--- src/rtl/rxls_pkg.sv ---
package rxls_pkg;

  // Which writes of this cycle the counter takes in
  typedef struct packed {
    logic data;
    logic stat;
  } rxls_acc_t;

  localparam int unsigned RXLS_BLK_SH = 5;  // ceiling granule is 2**5 bytes

endpackage

--- src/rtl/rxls_counter.sv ---
module rxls_counter
  import rxls_pkg::*;
#(
  parameter int unsigned CNT_W = 13
) (
  input  logic             clk,
  input  logic             rst_n,
  input  logic             clr,
  input  rxls_acc_t        acc,
  output logic [CNT_W-1:0] cnt_nxt,
  output logic [CNT_W-1:0] cnt
);

  localparam logic [CNT_W-1:0] CNT_MAX = {CNT_W{1'b1}};

  logic [1:0]     inc;
  logic [CNT_W:0] sum;
  logic           cnt_en;

  always_comb begin
    inc    = {1'b0, acc.data} + {1'b0, acc.stat};
    sum    = {1'b0, cnt} + {{(CNT_W-1){1'b0}}, inc};
    cnt_en = clr | (inc != 2'd0);
    if (clr)
      cnt_nxt = '0;
    else if (sum[CNT_W])
      cnt_nxt = CNT_MAX;
    else
      cnt_nxt = sum[CNT_W-1:0];
  end

  always_ff @(posedge clk or negedge rst_n) begin
    if (!rst_n)
      cnt <= '0;
    else if (cnt_en)
      cnt <= cnt_nxt;
  end

  AST_CNT_NO_WRAP: assert property (@(posedge clk) disable iff (!rst_n)
    !$past(clr) |-> (cnt >= $past(cnt))) else $error("count wrapped");

endmodule

--- src/rtl/rxls_limit_cmp.sv ---
module rxls_limit_cmp
  import rxls_pkg::*;
#(
  parameter int unsigned CODE_W = 7,
  parameter int unsigned CNT_W  = 13
) (
  input  logic [CODE_W-1:0] len_code,
  input  logic [CNT_W-1:0]  cnt_nxt,
  output logic [CNT_W-1:0]  limit,
  output logic              over
);

  localparam int unsigned PAD_W = CNT_W - CODE_W - 1;

  logic [CODE_W:0] blocks;

  always_comb begin
    blocks = {1'b0, len_code} + {{CODE_W{1'b0}}, 1'b1};
    limit  = {{PAD_W{1'b0}}, blocks} << RXLS_BLK_SH;
    over   = cnt_nxt > limit;
  end

endmodule

--- src/rtl/rxls_frame_ctl.sv ---
module rxls_frame_ctl
  import rxls_pkg::*;
(
  input  logic      clk,
  input  logic      rst_n,
  input  logic      chk_en,
  input  logic      sof,
  input  logic      eof,
  input  logic      eof_abort,
  input  logic      byte_wr,
  input  logic      byte_is_addr,
  input  logic      stat_wr,
  input  logic      over,
  output rxls_acc_t acc,
  output logic      clr,
  output logic      term_q,
  output logic      rme_q,
  output logic      rab_q
);

  logic discard_q, discard_d;
  logic post_stat_q, post_stat_d;
  logic rab_d, rab_en;
  logic hit, eof_ok;

  always_comb begin
    clr         = sof;
    acc.data    = ~sof & ~discard_q & byte_wr & ~byte_is_addr;
    acc.stat    = ~sof & stat_wr & (~discard_q | ~post_stat_q);
    hit         = ~sof & ~discard_q & chk_en & over;
    eof_ok      = ~sof & ~discard_q & eof & ~hit;
    discard_d   = ~sof & (discard_q | hit);
    post_stat_d = ~sof & (post_stat_q | (discard_q & stat_wr));
    rab_en      = sof | hit | eof_ok;
    if (sof)
      rab_d = 1'b0;
    else if (hit)
      rab_d = 1'b1;
    else
      rab_d = eof_abort;
  end

  always_ff @(posedge clk or negedge rst_n) begin
    if (!rst_n) begin
      discard_q   <= 1'b0;
      post_stat_q <= 1'b0;
      term_q      <= 1'b0;
      rme_q       <= 1'b0;
    end else begin
      discard_q   <= discard_d;
      post_stat_q <= post_stat_d;
      term_q      <= hit;
      rme_q       <= hit | eof_ok;
    end
  end

  always_ff @(posedge clk or negedge rst_n) begin
    if (!rst_n)
      rab_q <= 1'b0;
    else if (rab_en)
      rab_q <= rab_d;
  end

  AST_TERM_PULSE: assert property (@(posedge clk) disable iff (!rst_n)
    term_q |=> !term_q) else $error("termination longer than one cycle");
  AST_TERM_NEEDS_EN: assert property (@(posedge clk) disable iff (!rst_n)
    term_q |-> $past(chk_en)) else $error("termination while disabled");
  AST_SOF_CLR_RAB: assert property (@(posedge clk) disable iff (!rst_n)
    sof |=> !rab_q) else $error("aborted bit survived frame start");
  AST_QUIET_AFTER_TERM: assert property (@(posedge clk) disable iff (!rst_n)
    (discard_q && !sof) |=> !rme_q) else $error("interrupt after termination");

endmodule

--- src/rtl/rx_len_supervisor.sv ---
module rx_len_supervisor
  import rxls_pkg::*;
#(
  parameter int unsigned CODE_W = 7,
  parameter int unsigned CNT_W  = 13
) (
  input  logic              clk,
  input  logic              rst_n,
  input  logic              chk_en,
  input  logic [CODE_W-1:0] len_code,
  input  logic              byte_wr,
  input  logic              byte_is_addr,
  input  logic              sof,
  input  logic              eof,
  input  logic              eof_abort,
  input  logic              stat_wr,
  output logic              term_rx,
  output logic              rme_irq,
  output logic              rx_aborted,
  output logic [CNT_W-1:0]  byte_cnt
);

  rxls_acc_t        acc;
  logic             clr;
  logic             over;
  logic [CNT_W-1:0] cnt_nxt;
  logic [CNT_W-1:0] limit;

  rxls_frame_ctl u_ctl (
    .clk          (clk),
    .rst_n        (rst_n),
    .chk_en       (chk_en),
    .sof          (sof),
    .eof          (eof),
    .eof_abort    (eof_abort),
    .byte_wr      (byte_wr),
    .byte_is_addr (byte_is_addr),
    .stat_wr      (stat_wr),
    .over         (over),
    .acc          (acc),
    .clr          (clr),
    .term_q       (term_rx),
    .rme_q        (rme_irq),
    .rab_q        (rx_aborted)
  );

  rxls_counter #(.CNT_W(CNT_W)) u_cnt (
    .clk     (clk),
    .rst_n   (rst_n),
    .clr     (clr),
    .acc     (acc),
    .cnt_nxt (cnt_nxt),
    .cnt     (byte_cnt)
  );

  rxls_limit_cmp #(.CODE_W(CODE_W), .CNT_W(CNT_W)) u_lim (
    .len_code (len_code),
    .cnt_nxt  (cnt_nxt),
    .limit    (limit),
    .over     (over)
  );

  AST_TERM_OVERSHOOT: assert property (@(posedge clk) disable iff (!rst_n)
    term_rx |-> (byte_cnt == $past(limit) + 1'b1)) else $error("bad overshoot");
  AST_TERM_ABORTS: assert property (@(posedge clk) disable iff (!rst_n)
    term_rx |-> (rme_irq && rx_aborted)) else $error("overrun not reported as abort");

endmodule

--- config.mk ---
export PLATFORM = sky130hd
export DESIGN_NAME = rx_len_supervisor
export DESIGN_NICKNAME = d
export VERILOG_FILES = /design/src/rtl/rxls_pkg.sv /design/src/rtl/rxls_counter.sv /design/src/rtl/rxls_limit_cmp.sv /design/src/rtl/rxls_frame_ctl.sv /design/src/rtl/rx_len_supervisor.sv
export SDC_FILE = /design/constraint.sdc
export NUM_CORES = 1
export LEC_CHECK = 0
export ABC_AREA = 1
export BUFFER_PORTS_ARGS = -buffer_cell sky130_fd_sc_hd__buf_2
export CAP_MARGIN = 20
export CORE_ASPECT_RATIO = 0.8
export CORE_MARGIN = 10
export CORE_UTILIZATION = 45
export CTS_CLUSTER_SIZE = 28
export DETAILED_ROUTE_END_ITERATION = 10
export GPL_TIMING_DRIVEN = 0
export PLACE_DENSITY = 0.68
export SETUP_SLACK_MARGIN = 0.02
export SYNTH_ARGS = -nofsm -noshare
export SYNTH_HDL_FRONTEND = slang
export SYNTH_SLANG_ARGS = --single-unit
--- constraint.sdc ---
create_clock -name clk -period 4.2 [get_ports clk]
set_input_delay 0.63 -clock clk [delete_from_list [all_inputs] [get_ports clk]]
set_output_delay 0.63 -clock clk [all_outputs]
set_load 0.1 [all_outputs]
==> results.md <==
* CTS clk-pin slew, worst paths at 0.07 ns
* Nets at 267
* Average via count per standard cell at 4.90
* Slew Limit Fails at 0
* GRT overflow at 0
* Power per standard cell area at 222 mW/mm2
* Post-synth cell types at 33
* Tot Pwr at 395 uW
* Starting Density at about half
* DRT antenna net count at 0
* Maximum vdd drop at 147 uV
* CTS tree: yes
* Critical path class: input pin to register
* Setup crit start: sof
* Reg2Reg Launch Point: u_ctl.discard_q
* Routability congestion estimate at around 0.86
* Placed Area at 0.00172 mm2
* Routed wire length at roughly 3500 um
* Worst setup EP type: register
* Final Hold Viols at 0
* Ys Warns at 0
* Fmax at 264 MHz
* Port-buffer cells at 30
* Die W at 84.9 um
* Clk_skew at 0.00222 ns
* Post-Syn Area at 0.00152 mm2
* Maximum root-to-sink buffer count at 2
* Status: complete, no violations
* Critical Path AT at 3.92 ns
* Antenna diode count at 0
* Root buf cell: clkbuf_8
* Syn_area_per_cell at about 7.5 um2
* Fillers at 328
* Synth-to-Final Area Change at 17.5%
* DP Wirelength at between 2000 and 3000 um
* CP required at approximately 4.3 ns
* Post-CTS sizing at 0
* Final core utilization at between 50% and 60%
* Layout cell share with drive strength beyond 1 at 27.5%
* Startpoint types: input pin
* Worst skew pair latency at 0.26 ns
* TritonCTS buffer count at 3
* Hold buffers post-CTS at 0
* Final period util at 90.1%
* Seq/Total Area, Yosys at 29.7%
* I/O pin count at 32
* Die area at 0.00611 mm2
* CTS H-tree lvls at 1
* Post-route cell area at 0.00178 mm2
* DR vias at 1352
* Mapped Nets at roughly 230
* Max_cap viols at 0
* RSZ-0062 raised after global routing: false
* Slew headroom at 64.9%
* Number of core rows at 18
* Clock sink count at 18
* Vias in the first global route at between 1000 and 1500
* Drc violations at 0
* Synthesized netlist cell count at ~200
* Worst slew pin tran at ~0.53 ns
* Pleak at 0.000954 uW
* Worst-path fanout max at 10
* Final min period at 3.78 ns
* FF+latch count, synth at 18
* First-iteration detailed-routing DRC count at 41
* Setup Viol. Count Final at 0
* Hold WC Path Type: input pin to async pin
* GRT Total Usage at 11.8%
* Die Y at 71.9 um
* Pin count of the biggest net entering global routing at 19
* First-pass GRT wire length at 6040 um
* Postcts setup bufs at 0
* Number of antenna violations at the first check in global routing at 0
* Drt pass-1 iters at 4
* Core Footprint at 0.00315 mm2
* Per-cell routed wire length at 12.8 um
[worst paths after layout]
path	depth (start not counted)	end	slack, ns
setup / recovery	22	u_ctl.discard_q	0.42
hold / removal	1	u_cnt.cnt[9]	0.30
setup reg to reg	20	u_ctl.discard_q	0.63
hold reg to reg	2	u_ctl.post_stat_q	0.50
max in group asynchronous	1	u_cnt.cnt[7]	3.62
min in group clk	2	u_ctl.post_stat_q	0.50
[worst max-delay path, cell delays in order]
cell,delay [ns]
buf_2,0.18
inv_1,0.09
buf_4,0.18
nand2_1,0.06
a21oi_1,0.16
ha_1,0.27
ha_1,0.23
fa_1,0.44
nand3_2,0.12
nor2_2,0.06
nand3_1,0.13
or2_0,0.13
nand3_1,0.06
nand2_1,0.09
inv_1,0.05
ha_1,0.32
a21oi_1,0.16
nor2_1,0.06
a211oi_1,0.20
a21oi_1,0.13
nand2_2,0.12
a21oi_2,0.06
[power breakdown]
part	internal, uW	switching [uW]	leakage (uW)
clock network	83.4	60.3	0.0000288
logic	21.0	52.8	0.000676
registers	176	2.03	0.000250
[sequential cells by signal, indices dropped and copies added (netlist names)]
name	cells
u_cnt.cnt	13
u_ctl.discard_q	1
u_ctl.post_stat_q	1
u_ctl.rab_q	1
u_ctl.rme_q	1
u_ctl.term_q	1
[cell type report]
type	count	area [um2]	share of cell area [%]
timing repair buffer	30	150	8.42
clock buffer	4	55.1	3.09
multi-input combinational	150	938	52.6
buffer	4	23.8	1.33
inverter	30	115	6.46
tap	40	50.0	2.81
sequential	18	450	25.3
[kinds of logic after synthesis]
logic type	synth area share, %
buffers and inverters	9.15
AND/OR/NAND/NOR	30.4
AO/OA/AOI/OAI	13.4
flip-flops	29.7
XOR/XNOR	4.62
adder cells (fa/ha/maj)	12.0
multiplexers	0.660
[stage by stage]
stage                     setup slack [ns]   TNS, ns  hold WS, ns  cells
after global placement              0.0387         0        0.481    272
final                                0.418         0        0.296    276
after global routing                0.0369         0        0.315    276
after detailed placement          -0.00295  -0.00448        0.491    272
after floorplan                      0.504         0        0.334    202
after CTS                            0.267         0        0.304    276
[Yosys cell counts, drive strengths merged]
library cell | instances | area share [%]
a211oi | 2 | 1.3
a21oi | 11 | 4.4
a31oi | 1 | 0.41
buf | 3 | 1.3
clkbuf | 1 | 0.25
dfrtp | 18 | 30
fa | 1 | 1.3
ha | 13 | 11
inv | 30 | 7.6
mux2i | 1 | 0.66
nand2 | 54 | 15
nand3 | 13 | 4.9
nand3b | 5 | 2.5
nand4 | 2 | 0.82
nor2 | 14 | 5.4
nor3 | 3 | 0.99
o21ai | 20 | 6.8
o21bai | 1 | 0.49
or2 | 1 | 0.41
xnor2 | 3 | 1.7
xor2 | 5 | 2.9
[cell usage in the layout, fill, tap and decap left out, drive strengths merged]
master	n
a211oi	2
o21bai	1
inv	30
a21oi	11
dfrtp	18
nand2	54
clkbuf	5
nor3	3
fa	1
nor2	14
a31oi	1
ha	13
buf	33
mux2i	1
nand3	13
o21ai	20
xnor2	3
nand3b	5
xor2	5
nand4	2
or2	1
[layer usage]
metal  global-route usage (%)  up-vias  part of all wire (%)
met3                     3.79        2                   6.9
met4                     1.09        0                  0.37
met1                     16.8      587                    53
li1                         -      724                     -
met2                     17.3       39                    40
met5                        0        -                     0
Note: power is estimated with default switching activity, not from simulation.
